### src/rtl/walk_pkg.sv
package walk_pkg;
  parameter int ADDR_W  = 32;
  parameter int OFF_W   = 12;
  parameter int IDX_W   = 10;
  localparam int ENT_LG = OFF_W - IDX_W;        // log2 of entry bytes
  localparam int FRM_W  = ADDR_W - OFF_W;       // frame number width
  localparam int BIT_PRESENT = 0;
  localparam int BIT_RW      = 1;
  localparam int BIT_USER    = 2;

  typedef enum logic [2:0] {
    ST_IDLE,
    ST_DIR_REQ,
    ST_DIR_WAIT,
    ST_TBL_REQ,
    ST_TBL_WAIT,
    ST_DONE
  } walk_st_e;
endpackage

### src/rtl/walk_ctl.sv
module walk_ctl
  import walk_pkg::*;
(
  input  logic clk,
  input  logic rst_n,
  input  logic req_valid,
  input  logic req_paging,
  input  logic mem_rd_ready,
  input  logic mem_rsp_valid,
  input  logic rsp_present,
  output logic req_ready,
  output logic mem_rd_valid,
  output logic res_valid,
  output logic tbl_phase,
  output logic accept,
  output logic dir_ok,
  output logic dir_flt,
  output logic tbl_end
);
  walk_st_e state_q, state_d;

  assign req_ready    = (state_q == ST_IDLE);
  assign mem_rd_valid = (state_q == ST_DIR_REQ) || (state_q == ST_TBL_REQ);
  assign res_valid    = (state_q == ST_DONE);
  assign tbl_phase    = (state_q == ST_TBL_REQ);
  assign accept       = req_ready && req_valid;
  assign dir_ok       = (state_q == ST_DIR_WAIT) && mem_rsp_valid && rsp_present;
  assign dir_flt      = (state_q == ST_DIR_WAIT) && mem_rsp_valid && !rsp_present;
  assign tbl_end      = (state_q == ST_TBL_WAIT) && mem_rsp_valid;

  always_comb begin
    state_d = state_q;
    unique case (state_q)
      ST_IDLE:     if (req_valid) state_d = req_paging ? ST_DIR_REQ : ST_DONE;
      ST_DIR_REQ:  if (mem_rd_ready) state_d = ST_DIR_WAIT;
      ST_DIR_WAIT: if (mem_rsp_valid) state_d = rsp_present ? ST_TBL_REQ : ST_DONE;
      ST_TBL_REQ:  if (mem_rd_ready) state_d = ST_TBL_WAIT;
      ST_TBL_WAIT: if (mem_rsp_valid) state_d = ST_DONE;
      ST_DONE:     state_d = ST_IDLE;
      default:     state_d = ST_IDLE;
    endcase
  end

  always_ff @(posedge clk or negedge rst_n) begin
    if (!rst_n) state_q <= ST_IDLE;
    else        state_q <= state_d;
  end


  busy_after_accept_chk: assert property (@(posedge clk) disable iff (!rst_n)
    (req_valid && req_ready) |=> !req_ready);

  rd_hold_chk: assert property (@(posedge clk) disable iff (!rst_n)
    (mem_rd_valid && !mem_rd_ready) |=> mem_rd_valid);

  single_pulse_chk: assert property (@(posedge clk) disable iff (!rst_n)
    res_valid |=> (!res_valid && req_ready));

  dir_fault_ends_chk: assert property (@(posedge clk) disable iff (!rst_n)
    (dir_flt) |=> (res_valid && !mem_rd_valid));
endmodule

### src/rtl/walk_dp.sv
module walk_dp
  import walk_pkg::*;
(
  input  logic              clk,
  input  logic              rst_n,
  input  logic              accept,
  input  logic              req_paging,
  input  logic [ADDR_W-1:0] req_lin,
  input  logic [ADDR_W-1:0] req_base,
  input  logic              dir_ok,
  input  logic              dir_flt,
  input  logic              tbl_end,
  input  logic              tbl_phase,
  input  logic [ADDR_W-1:0] rsp_data,
  output logic [ADDR_W-1:0] mem_rd_addr,
  output logic [ADDR_W-1:0] res_phys,
  output logic              res_rw,
  output logic              res_user,
  output logic              res_fault,
  output logic              res_fault_lvl
);
  logic [ADDR_W-1:0] lin_q;
  logic [FRM_W-1:0]  base_q;
  logic [FRM_W-1:0]  pde_frm_q;
  logic              pde_rw_q, pde_user_q;

  logic [IDX_W-1:0]  dir_idx, tbl_idx;
  assign dir_idx = lin_q[ADDR_W-1 -: IDX_W];
  assign tbl_idx = lin_q[OFF_W +: IDX_W];

  // request capture
  always_ff @(posedge clk or negedge rst_n) begin
    if (!rst_n) begin
      lin_q  <= '0;
      base_q <= '0;
    end else if (accept) begin
      lin_q  <= req_lin;
      base_q <= req_base[ADDR_W-1:OFF_W];
    end
  end

  // directory entry capture
  always_ff @(posedge clk or negedge rst_n) begin
    if (!rst_n) begin
      pde_frm_q  <= '0;
      pde_rw_q   <= 1'b0;
      pde_user_q <= 1'b0;
    end else if (dir_ok) begin
      pde_frm_q  <= rsp_data[ADDR_W-1:OFF_W];
      pde_rw_q   <= rsp_data[BIT_RW];
      pde_user_q <= rsp_data[BIT_USER];
    end
  end

  assign mem_rd_addr = tbl_phase ? {pde_frm_q, tbl_idx, {ENT_LG{1'b0}}}
                                 : {base_q,    dir_idx, {ENT_LG{1'b0}}};

  // result next-state
  logic [ADDR_W-1:0] phys_d;
  logic              rw_d, user_d, flt_d, lvl_d, res_en;

  always_comb begin
    res_en = 1'b0;
    phys_d = res_phys;
    rw_d   = res_rw;
    user_d = res_user;
    flt_d  = res_fault;
    lvl_d  = res_fault_lvl;
    if (accept && !req_paging) begin
      res_en = 1'b1;
      phys_d = req_lin;
      rw_d   = 1'b1;
      user_d = 1'b1;
      flt_d  = 1'b0;
      lvl_d  = 1'b0;
    end else if (dir_flt) begin
      res_en = 1'b1;
      phys_d = '0;
      rw_d   = 1'b0;
      user_d = 1'b0;
      flt_d  = 1'b1;
      lvl_d  = 1'b0;
    end else if (tbl_end) begin
      res_en = 1'b1;
      if (rsp_data[BIT_PRESENT]) begin
        phys_d = {rsp_data[ADDR_W-1:OFF_W], lin_q[OFF_W-1:0]};
        rw_d   = pde_rw_q & rsp_data[BIT_RW];
        user_d = pde_user_q & rsp_data[BIT_USER];
        flt_d  = 1'b0;
        lvl_d  = 1'b0;
      end else begin
        phys_d = '0;
        rw_d   = 1'b0;
        user_d = 1'b0;
        flt_d  = 1'b1;
        lvl_d  = 1'b1;
      end
    end
  end

  always_ff @(posedge clk or negedge rst_n) begin
    if (!rst_n) begin
      res_phys      <= '0;
      res_rw        <= 1'b0;
      res_user      <= 1'b0;
      res_fault     <= 1'b0;
      res_fault_lvl <= 1'b0;
    end else if (res_en) begin
      res_phys      <= phys_d;
      res_rw        <= rw_d;
      res_user      <= user_d;
      res_fault     <= flt_d;
      res_fault_lvl <= lvl_d;
    end
  end


  tbl_fault_lvl_chk: assert property (@(posedge clk) disable iff (!rst_n)
    (tbl_end && !rsp_data[BIT_PRESENT]) |=> (res_fault && res_fault_lvl));
endmodule

### src/rtl/lin2phys_walker.sv
module lin2phys_walker
  import walk_pkg::*;
(
  input  logic              clk,
  input  logic              rst_n,
  input  logic              req_valid,
  output logic              req_ready,
  input  logic [ADDR_W-1:0] req_lin,
  input  logic [ADDR_W-1:0] req_base,
  input  logic              req_paging,
  output logic              mem_rd_valid,
  input  logic              mem_rd_ready,
  output logic [ADDR_W-1:0] mem_rd_addr,
  input  logic              mem_rsp_valid,
  input  logic [ADDR_W-1:0] mem_rsp_data,
  output logic              res_valid,
  output logic [ADDR_W-1:0] res_phys,
  output logic              res_rw,
  output logic              res_user,
  output logic              res_fault,
  output logic              res_fault_lvl
);
  logic tbl_phase, accept, dir_ok, dir_flt, tbl_end;

  walk_ctl u_ctl (
    .clk          (clk),
    .rst_n        (rst_n),
    .req_valid    (req_valid),
    .req_paging   (req_paging),
    .mem_rd_ready (mem_rd_ready),
    .mem_rsp_valid(mem_rsp_valid),
    .rsp_present  (mem_rsp_data[BIT_PRESENT]),
    .req_ready    (req_ready),
    .mem_rd_valid (mem_rd_valid),
    .res_valid    (res_valid),
    .tbl_phase    (tbl_phase),
    .accept       (accept),
    .dir_ok       (dir_ok),
    .dir_flt      (dir_flt),
    .tbl_end      (tbl_end)
  );

  walk_dp u_dp (
    .clk          (clk),
    .rst_n        (rst_n),
    .accept       (accept),
    .req_paging   (req_paging),
    .req_lin      (req_lin),
    .req_base     (req_base),
    .dir_ok       (dir_ok),
    .dir_flt      (dir_flt),
    .tbl_end      (tbl_end),
    .tbl_phase    (tbl_phase),
    .rsp_data     (mem_rsp_data),
    .mem_rd_addr  (mem_rd_addr),
    .res_phys     (res_phys),
    .res_rw       (res_rw),
    .res_user     (res_user),
    .res_fault    (res_fault),
    .res_fault_lvl(res_fault_lvl)
  );


  bypass_next_cycle_chk: assert property (@(posedge clk) disable iff (!rst_n)
    (req_valid && req_ready && !req_paging) |=>
      (res_valid && !mem_rd_valid && !res_fault && res_phys == $past(req_lin)));

  rd_addr_stable_chk: assert property (@(posedge clk) disable iff (!rst_n)
    (mem_rd_valid && !mem_rd_ready) |=> $stable(mem_rd_addr));
endmodule

### config.mk
export PLATFORM = sky130hd
export DESIGN_NAME = lin2phys_walker
export DESIGN_NICKNAME = d
export VERILOG_FILES = /design/src/rtl/walk_pkg.sv /design/src/rtl/walk_ctl.sv /design/src/rtl/walk_dp.sv /design/src/rtl/lin2phys_walker.sv
export SDC_FILE = /design/constraint.sdc
export NUM_CORES = 1
export LEC_CHECK = 0
export BUFFER_PORTS_ARGS = -buffer_cell sky130_fd_sc_hd__buf_2
export CAP_MARGIN = 20
export CORE_MARGIN = 1.5
export CORE_UTILIZATION = 40
export CTS_BUF_LIST = sky130_fd_sc_hd__clkbuf_4
export CTS_CLUSTER_DIAMETER = 40
export CTS_CLUSTER_SIZE = 20
export DETAILED_ROUTE_END_ITERATION = 10
export GPL_ROUTABILITY_DRIVEN = 0
export GPL_TIMING_DRIVEN = 0
export PLACE_DENSITY = 0.75
export SYNTH_ARGS = -nofsm -noshare
export SYNTH_HDL_FRONTEND = slang
export SYNTH_SLANG_ARGS = --single-unit
### constraint.sdc
create_clock -name clk -period 2.3 [get_ports clk]
set_clock_uncertainty 0.15 [all_clocks]
set_input_delay 0.345 -clock clk [delete_from_list [all_inputs] [get_ports clk]]
set_output_delay 0.345 -clock clk [all_outputs]
set_load 0.05 [all_outputs]
### Word-level counts from Yosys, hierarchy flattened

Index checks and enable logic that the tools add are counted.

| word-level totals | value |
|---|---|
| bits in registers | 113 |

| operators by class | value |
|---|---|
| muxes and demuxes | 30 |
| equal/unequal tests | 10 |
| reductions and logical operators | 13 |
| bitwise gates (word level) | 2 |

Operators by type and width:

| operator | number |
|---|---|
| 2-to-1 mux 32 bit | 5 |
| 2-to-1 mux 3 bit | 7 |
| 2-to-1 mux 1 bit | 17 |
| one-hot mux 3 bit (5 select lines) | 1 |
| != test 2 bit, second input constant | 5 |
| equality test 3 x 2 -> 1 bit, second input constant | 2 |
| equality test 3 bit, second input constant | 2 |
| logical AND 1 bit | 6 |
| AND reduction 5 bit | 1 |
| equality test 3 x 1 -> 1 bit, second input constant | 1 |
| zero test 3 bit | 1 |
| nonzero test 3 bit | 1 |
| AND 1 bit | 2 |
| zero test 1 bit | 2 |
| AND reduction 2 bit | 1 |
| logical OR 1 bit | 1 |

### Logic depth before layout (Yosys ltp)

Gate-level depths: netlist (run 1).

| logic depth | value |
|---|---|
| word-level depth | 6 |
| gate-level depth with buffers | 6 |
| gate-level depth less buffers | 4 |

### Cells and area by module

Synthesis (run 1) repeated with hierarchy kept, for this count alone.

| unflattened totals | value |
|---|---|
| cell total of the unflattened synthesis | 364 |
| area total of the unflattened synthesis | 5,142.4 um^2 |

By module, submodules not included:

| module | area an instance (um^2) | cells each | seq. area each (um^2) | instances |
|---|---|---|---|---|
| walk_dp | 4,880.9 | 338 | 2,752.6 | 1 |
| walk_ctl | 261.5 | 26 | 75.1 | 1 |

### Worst setup path before layout (run 1)

No wires, ideal clock.

| timing path | value |
|---|---|
| path type | flip-flop to output port |
| from | register u_ctl.state_q[1] |
| to | output req_ready |
| arrival | 1.686 ns |
| path buffers | 1 |
| path slack | 0.119 ns |
| stages on the path, launching flop included | 3 |
| cells stage by stage | dfrtp_1 buf_2 nor3_1 |

| between the ends | value |
|---|---|
| cells in the longest elaborated chain, start to end | 1 |

RTL lines:

| element | RTL line | source |
|---|---|---|
| start, declared | walk_ctl.sv:20 | `walk_st_e state_q, state_d;` |
| start signal, assigned | walk_ctl.sv:46 | `else state_q <= state_d;` |
| zero test 3 bit | walk_ctl.sv:22 | `assign req_ready = (state_q == ST_IDLE);` |
| end, declared | lin2phys_walker.sv:7 | `output logic req_ready,` |

Every way passes these cells.

### Worst setup path after layout (run 1)

| timing path | value |
|---|---|
| from | register u_ctl.state_q[2] |
| to | output mem_rd_addr[14] |

| between the ends | value |
|---|---|
| cells in the longest elaborated chain, start to end | 2 |

RTL lines:

| element | RTL line | source |
|---|---|---|
| equality test 3 x 2 -> 1 bit | walk_ctl.sv:25 | `assign tbl_phase = (state_q == ST_TBL_REQ);` |
| 2-to-1 mux 32 bit | walk_dp.sv:55 | `assign mem_rd_addr = tbl_phase ? {pde_frm_q, tbl_idx, {ENT_LG{1'b0}}}` |
| end, declared | lin2phys_walker.sv:13 | `output logic [ADDR_W-1:0] mem_rd_addr,` |

Every way passes these cells.

==> qor.txt, run 1 <==
Status: finished, violations left
Failing checks: negative setup slack
N_diodes: 0
Clk sink count: 113
Slowest Stage Delay on Critical Path: 0.45 ns
CTS tree: done
Yosys warnings: 0
CP cell instances: nor2b_4, nand2_8, clkbuf_16, mux2_2, buf_6
Async SR Flop Fraction: 100.0%
Placed inst area: 0.005962 mm²
Crit path arrival time: 1.93 ns
Clk root buf: clkbuf_4
Vias per inst: 5.096
Tot GR Track Use: 24.01%
Area of the die: 0.01311 mm²
Reg-to-reg endpoint: u_dp.base_q[3]
Max cap viols: 0
Final Cell Area: 0.007395 mm²
Max Root-Sink Buffers: 2
Slowest CP cell: dfrtp_2
Largest cells by area after synthesis: dfrtp_1 (57%), mux2_2 (24%), a221oi_1 (5.5%), nor2_1 (5.1%), buf_2 (1.7%)
Vias in the first global route: 4,511
CP Buf/Inv Count: 2
Syn_area_per_cell: 12.56 µm²
WP data required: 1.80 ns
Antenna violations before repair: 0
Min-Delay Endpoint: u_ctl.state_q[0]
RSZ-0062 raised after global routing: yes
DRT iter0 DRCs: 261
Worst r2r src: u_ctl.state_q[2]
Register area share after synthesis: 56.87%
Core ar.: 0.01206 mm²
Sw power: 5359 µW
Die Ht: 114.5 µm
Ports: 173
Crit path kind: register to primary output
CP top delay family: flip-flops
Wirelength per Cell: 17.97 µm
Yosys cell types: 31
Tcrit/Tclk final: 105.3%
Post-synth EDFFs: 0
Routed WL: 14.97 mm
R2r setup slk: 0.16 ns
Achievable frequency: 0.4129 GHz
Max FO, Critical Path: 6
Antenna Nets Post-Route: 0
Power density cells: 1562 mW/mm²
Residual DRC: 0
Synth top cells by count: dfrtp_1 (113), mux2_2 (104), nor2_1 (68)
Pint: 6193 µW
CTS H-tree depth: 4
Slew @ Worst Pin: 0.8703 ns
Min Tclk post-route: 2.422 ns
Synthesized cell area: 0.004972 mm²
Static leakage: 0.003470 µW
Most numerous cell in the Yosys netlist: dfrtp_1
Startpoint Class: register
WHS Path Cells: 3
Final slew viol count: 0
Ys flop type: dfrtp_1
Maximum vdd ir drop: 0.8284 mV
Cell taking the most area after synthesis: dfrtp_1
#FFs+latches synth: 113
First-pass DRT Iterations: 5
Row Count: 40
Congestion Overflow GR: 0
Starting Density: 41.22%
Layout cells sized above 1: 48.72%
R2R cell count: 5
Mapped Cells: 396
Global-route wire length before repair: 23.43 mm
Nets: 755
Sw Share: 46.39%
Clk slew on worst S/H paths: 0.10 ns
Crit path capture type: primary output
Share of the synthesized area in the top cell type: 56.87%
Clk Latency, worst-skew pair: 0.52 ns
Die Width: 114.5 µm
Largest net degree at the start of global routing: 66
Part of the power in registers: 30.6%
Clock power share: 11.2%
Overall Power: 11,550 µW
Relative slew margins: 41.98%
Setup TNS Final: -2.938 ns
Via count: 4,245
Combinational power share: 58.2%
# port buffers: 149
Final WS setup: -0.1217 ns
TritonCTS Buffers: 17
Hold Crit Class: input pin to register
Final HPWL DP: 9.394 mm
Setup Slack @ Placement: -0.2624 ns
# setup viols final: 30
Final hold viol count: 0
Layout area overhead: 48.72%
Worst hold start: mem_rsp_valid
-- how the worst max path moves through the flow --
stage	cells after the start	startpoint	end
after floorplan	2	u_ctl.state_q[1]	req_ready
after global placement	1	rst_n	u_dp.res_phys[6]
after detailed placement	5	u_ctl.state_q[1]	mem_rd_addr[7]
after CTS	5	u_ctl.state_q[2]	mem_rd_addr[10]
after global routing	5	u_ctl.state_q[2]	mem_rd_addr[14]
final	5	u_ctl.state_q[2]	mem_rd_addr[14]
-- power by group through the flow --
stage | Combinational [µW] | Clock (µW) | Sequential [µW]
after global routing | 7070 | 1430 | 3650
after CTS | 6690 | 1340 | 3500
after global placement | 5670 | 0 | 3500
after floorplan | 3430 | 0 | 4560
final | 6730 | 1300 | 3530
after detailed placement | 5780 | 0 | 3550
-- timing repair --
action | in CTS | in global routing
buffers inserted | 4 | 2
endpoints found under the setup margin | 31 | 64
resized for setup | 87 | 9
hold buffers | 78 | 0
gates cloned | 3 | 0
hold endpoints to repair | 175 | 0
pin swaps | 1 | 2
-- cell type report --
class | count | area (µm²)
buffer | 30 | 216.5
clock buffer | 22 | 165.2
clock inverter | 9 | 67.56
fill | 975 | 4667
inverter | 3 | 11.26
multi-input combinational | 251 | 2024
sequential | 113 | 2830
tap | 168 | 210.2
timing repair buffer | 237 | 1869
-- per-layer routing --
metal / track usage (%) / vias to the layer above / part of all wire (%)
met5: 0 / - / 0
met4: 9.250 / 0 / 1.6
met3: 6.670 / 22 / 5.6
met2: 40.88 / 159 / 51
met1: 28.92 / 2125 / 42
li1: - / 1939 / -
-- stage by stage --
step                std cells  hold WS (ns)  utilization [%]
finish                    833       0.07322            61.31
floorplan                 397       -0.1006                -
global placement          714        0.3321            49.18
CTS                       831      0.001471            61.09
global route              833       0.03141            61.31
detailed placement        715        0.3122            49.43
-- logic make-up after synthesis --
group | count (synthesis) | synth area share (%)
other cells | 1 | 0.07542
buf+inv | 33 | 3.070
flops | 113 | 56.87
simple gates | 98 | 8.732
xor+xnor | 1 | 0.1762
compound gates | 44 | 7.121
mux | 106 | 23.96
-- cell usage in the layout (no fill, tap or decap), types with 3 or more instances in the layout --
| master | netlist | routed |
|---|---|---|
| a21oi_1 | 3 | 3 |
| a221oi_1 | 31 | 31 |
| buf_2 | 17 | 132 |
| buf_4 | 2 | 11 |
| buf_6 | 0 | 31 |
| clkbuf_1 | 11 | 4 |
| clkbuf_16 | 0 | 6 |
| clkbuf_2 | 0 | 4 |
| clkbuf_4 | 0 | 22 |
| clkinv_1 | 0 | 4 |
| clkinv_2 | 0 | 3 |
| dfrtp_1 | 113 | 111 |
| dlygate4sd3_1 | 0 | 78 |
| inv_1 | 3 | 3 |
| mux2_2 | 104 | 104 |
| nand2_1 | 10 | 9 |
| nand3_1 | 4 | 4 |
| nor2_1 | 68 | 68 |
| nor2b_1 | 4 | 3 |
| o21ai_0 | 3 | 3 |
-- registers in the layout, indices dropped and copies added (netlist names) --
register            flops
u_dp.res_fault          1
u_dp.pde_rw_q           1
u_dp.res_fault_lvl      1
u_dp.pde_user_q         1
u_dp.res_phys          32
u_dp.lin_q             32
u_dp.base_q            20
u_dp.res_user           1
u_ctl.state_q           3
u_dp.pde_frm_q         20
u_dp.res_rw             1
-- tightest hold or removal path, delay by kind of cell --
kind                   cells  cell delay [ns]
buffers and inverters      1             0.14
AO/OA/AOI/OAI              2             0.22
No activity file was read; power rests on OpenSTA's default activity.
==> run 2, diff against run 1 <==
--- a/config.mk
+++ b/config.mk
@@ -7,6 +7,9 @@
 export LEC_CHECK = 0
 export BUFFER_PORTS_ARGS = -buffer_cell sky130_fd_sc_hd__buf_2
 export CAP_MARGIN = 20
+export CELL_PAD_IN_SITES_DETAIL_PLACEMENT = 1
+export CELL_PAD_IN_SITES_GLOBAL_PLACEMENT = 1
+export CORE_ASPECT_RATIO = 0.8
 export CORE_MARGIN = 1.5
 export CORE_UTILIZATION = 40
 export CTS_BUF_LIST = sky130_fd_sc_hd__clkbuf_4
@@ -15,7 +18,7 @@
 export DETAILED_ROUTE_END_ITERATION = 10
 export GPL_ROUTABILITY_DRIVEN = 0
 export GPL_TIMING_DRIVEN = 0
-export PLACE_DENSITY = 0.75
+export PLACE_DENSITY = 0.91
 export SYNTH_ARGS = -nofsm -noshare
 export SYNTH_HDL_FRONTEND = slang
 export SYNTH_SLANG_ARGS = --single-unit
==> qor.txt, run 2 (synthesis gave the netlist of run 1 again) <==
Antenna violations before repair: 1
Maximum vdd ir drop: 0.9695 mV
DRT iter0 DRCs: 189
Slowest Stage Delay on Critical Path: 0.46 ns
Multi-input logic area: 0.002024 mm²
CP cell instances: nor2b_4, nand2_8, clkbuf_16, mux2_2, buf_6
Status: finished, violations left
Starting Density: 40.88%
CTS tree: done
Tcrit/Tclk final: 107.8%
Final Non-Filler Cells: 819
Die Width: 127.7 µm
Max FO, Critical Path: 6
Clk Latency, worst-skew pair: 0.54 ns
Nets: 755
Ports: 173
Sequential cell area: 0.002830 mm²
First-pass DRT Iterations: 4
Failing checks: negative setup slack
Final Cell Area: 0.007446 mm²
Crit path kind: register to primary output
Slowest CP cell: dfrtp_2
CP top delay family: flip-flops
Die Ht: 102.7 µm
Largest net degree at the start of global routing: 64
Final WS setup: -0.1805 ns
Met3 GRT Util: 8.251%
Fill cells: 1,258
TritonCTS Buffers: 17
Startpoint Class: register
Final slew viol count: 0
Row Count: 36
Area of the die: 0.01311 mm²
Slew @ Worst Pin: 0.7048 ns
M1 GR Usage: 34.72%
Placed Cells: 699
Final hold viol count: 0
Placed inst area: 0.005942 mm²
Routed WL: 18.68 mm
Power density cells: 1649 mW/mm²
Global-route wire length before repair: 28.57 mm
Min Tclk post-route: 2.481 ns
CP Buf/Inv Count: 2
Congestion Overflow GR: 0
Met2 usage: 52.64%
Max Root-Sink Buffers: 2
Commonest non-fill, non-tap cell in the layout: buf_2
Relative slew margins: 53.01%
Vias per inst: 5.420
WP data required: 1.80 ns
Clk slew on worst S/H paths: 0.11 ns
Max cap viols: 0
Via count: 4,439
Regs by FF count: u_dp.lin_q x32, u_dp.res_phys x32
Achievable frequency: 0.4031 GHz
Crit path arrival time: 1.99 ns
Hold Crit Class: input pin to register
Setup TNS Final: -4.768 ns
Antenna Nets Post-Route: 0
Core ar.: 0.01216 mm²
Layout area overhead: 49.75%
Static leakage: 0.003492 µW
Final HPWL DP: 10.73 mm
R2r setup slk: 0.12 ns
Residual DRC: 0
# setup viols final: 31
CTS H-tree depth: 4
Crit path capture type: primary output
RSZ-0062 raised after global routing: yes
Tot GR Track Use: 29.82%
Clk sink count: 113
Clk root buf: clkbuf_4
GRT busiest layer: met2
Vias in the first global route: 5,021
Wirelength per Cell: 22.81 µm
Hold slack: 0.02555 ns
Setup Slack @ Placement: -0.2996 ns
Layout cells sized above 1: 49.85%
Commonest non-fill, non-tap cells in the layout: buf_2 (131), dfrtp_1 (111), mux2_2 (104)
# port buffers: 149
run 2: changes by cell type in the layout (fill, tap and decap cells not counted), moves of 3 or more:
cell	previous run	this run
clkinvlp_4	1	4
clkbuf_4	22	17
clkinv_1	4	1
inv_6	0	4
buf_4	11	14
run 2: per-layer routing:
metal	wire, µm	part of all wire, %	vias up
met2	9712	52	196
met3	1121	6.0	45
met4	456	2.4	0
met5	0	0	-
li1	-	-	1938
met1	7389	40	2260
run 2: timing repair:
item,4_1_cts,5_1_grt
gates resized for setup,92,5
hold buffers,76,0
endpoints found under the setup margin,31,73
setup buffers,5,3
pin swaps,1,2
cloned,3,0
endpoints found under the hold margin,160,0
run 2: cell type report:
cell class / instances / area share, %
Clock inverter: 15 / 2.437
Timing Repair Buffer: 237 / 24.97
Tap cell: 152 / 2.554
Inverter: 3 / 0.1512
Sequential cell: 113 / 38.01
Antenna cell: 1 / 0.03361
Buffer: 30 / 2.941
Multi-Input combinational cell: 251 / 27.19
Clock buffer: 17 / 1.714
run 2: metrics by stage:
step / total power [µW] / utilization [%]
final: 12280 / 61.22
after global routing: 12810 / 61.22
after CTS: 12020 / 60.95
after detailed placement: 9499 / 48.86
after global placement: 9194 / 48.61
after floorplan: 7992 / -
run 2: tightest hold or removal path, cell delays in order:
cell	delay (ns)
buf_2	0.15
nand4_1	0.10
a31oi_1	0.08
run 2: final timing paths:
path,from,end,cells past startpoint
max,u_ctl.state_q[2],mem_rd_addr[17],5
min,mem_rsp_data[0],u_dp.res_phys[30],3
max reg2reg,u_ctl.state_q[0],u_dp.res_phys[14],7
min reg2reg,u_dp.res_user,u_dp.res_user,2
max in group asynchronous,rst_n,u_ctl.state_q[1],3
min in group asynchronous,rst_n,u_dp.base_q[7],2
run 2: power by group:
part           switching, µW  internal (µW)  total (µW)  leakage [µW]
logic                   4330           2650        6980       0.00199
registers                657           3000        3650       0.00135
clock network            879            762        1640      0.000153
total                   5870           6410       12300       0.00349
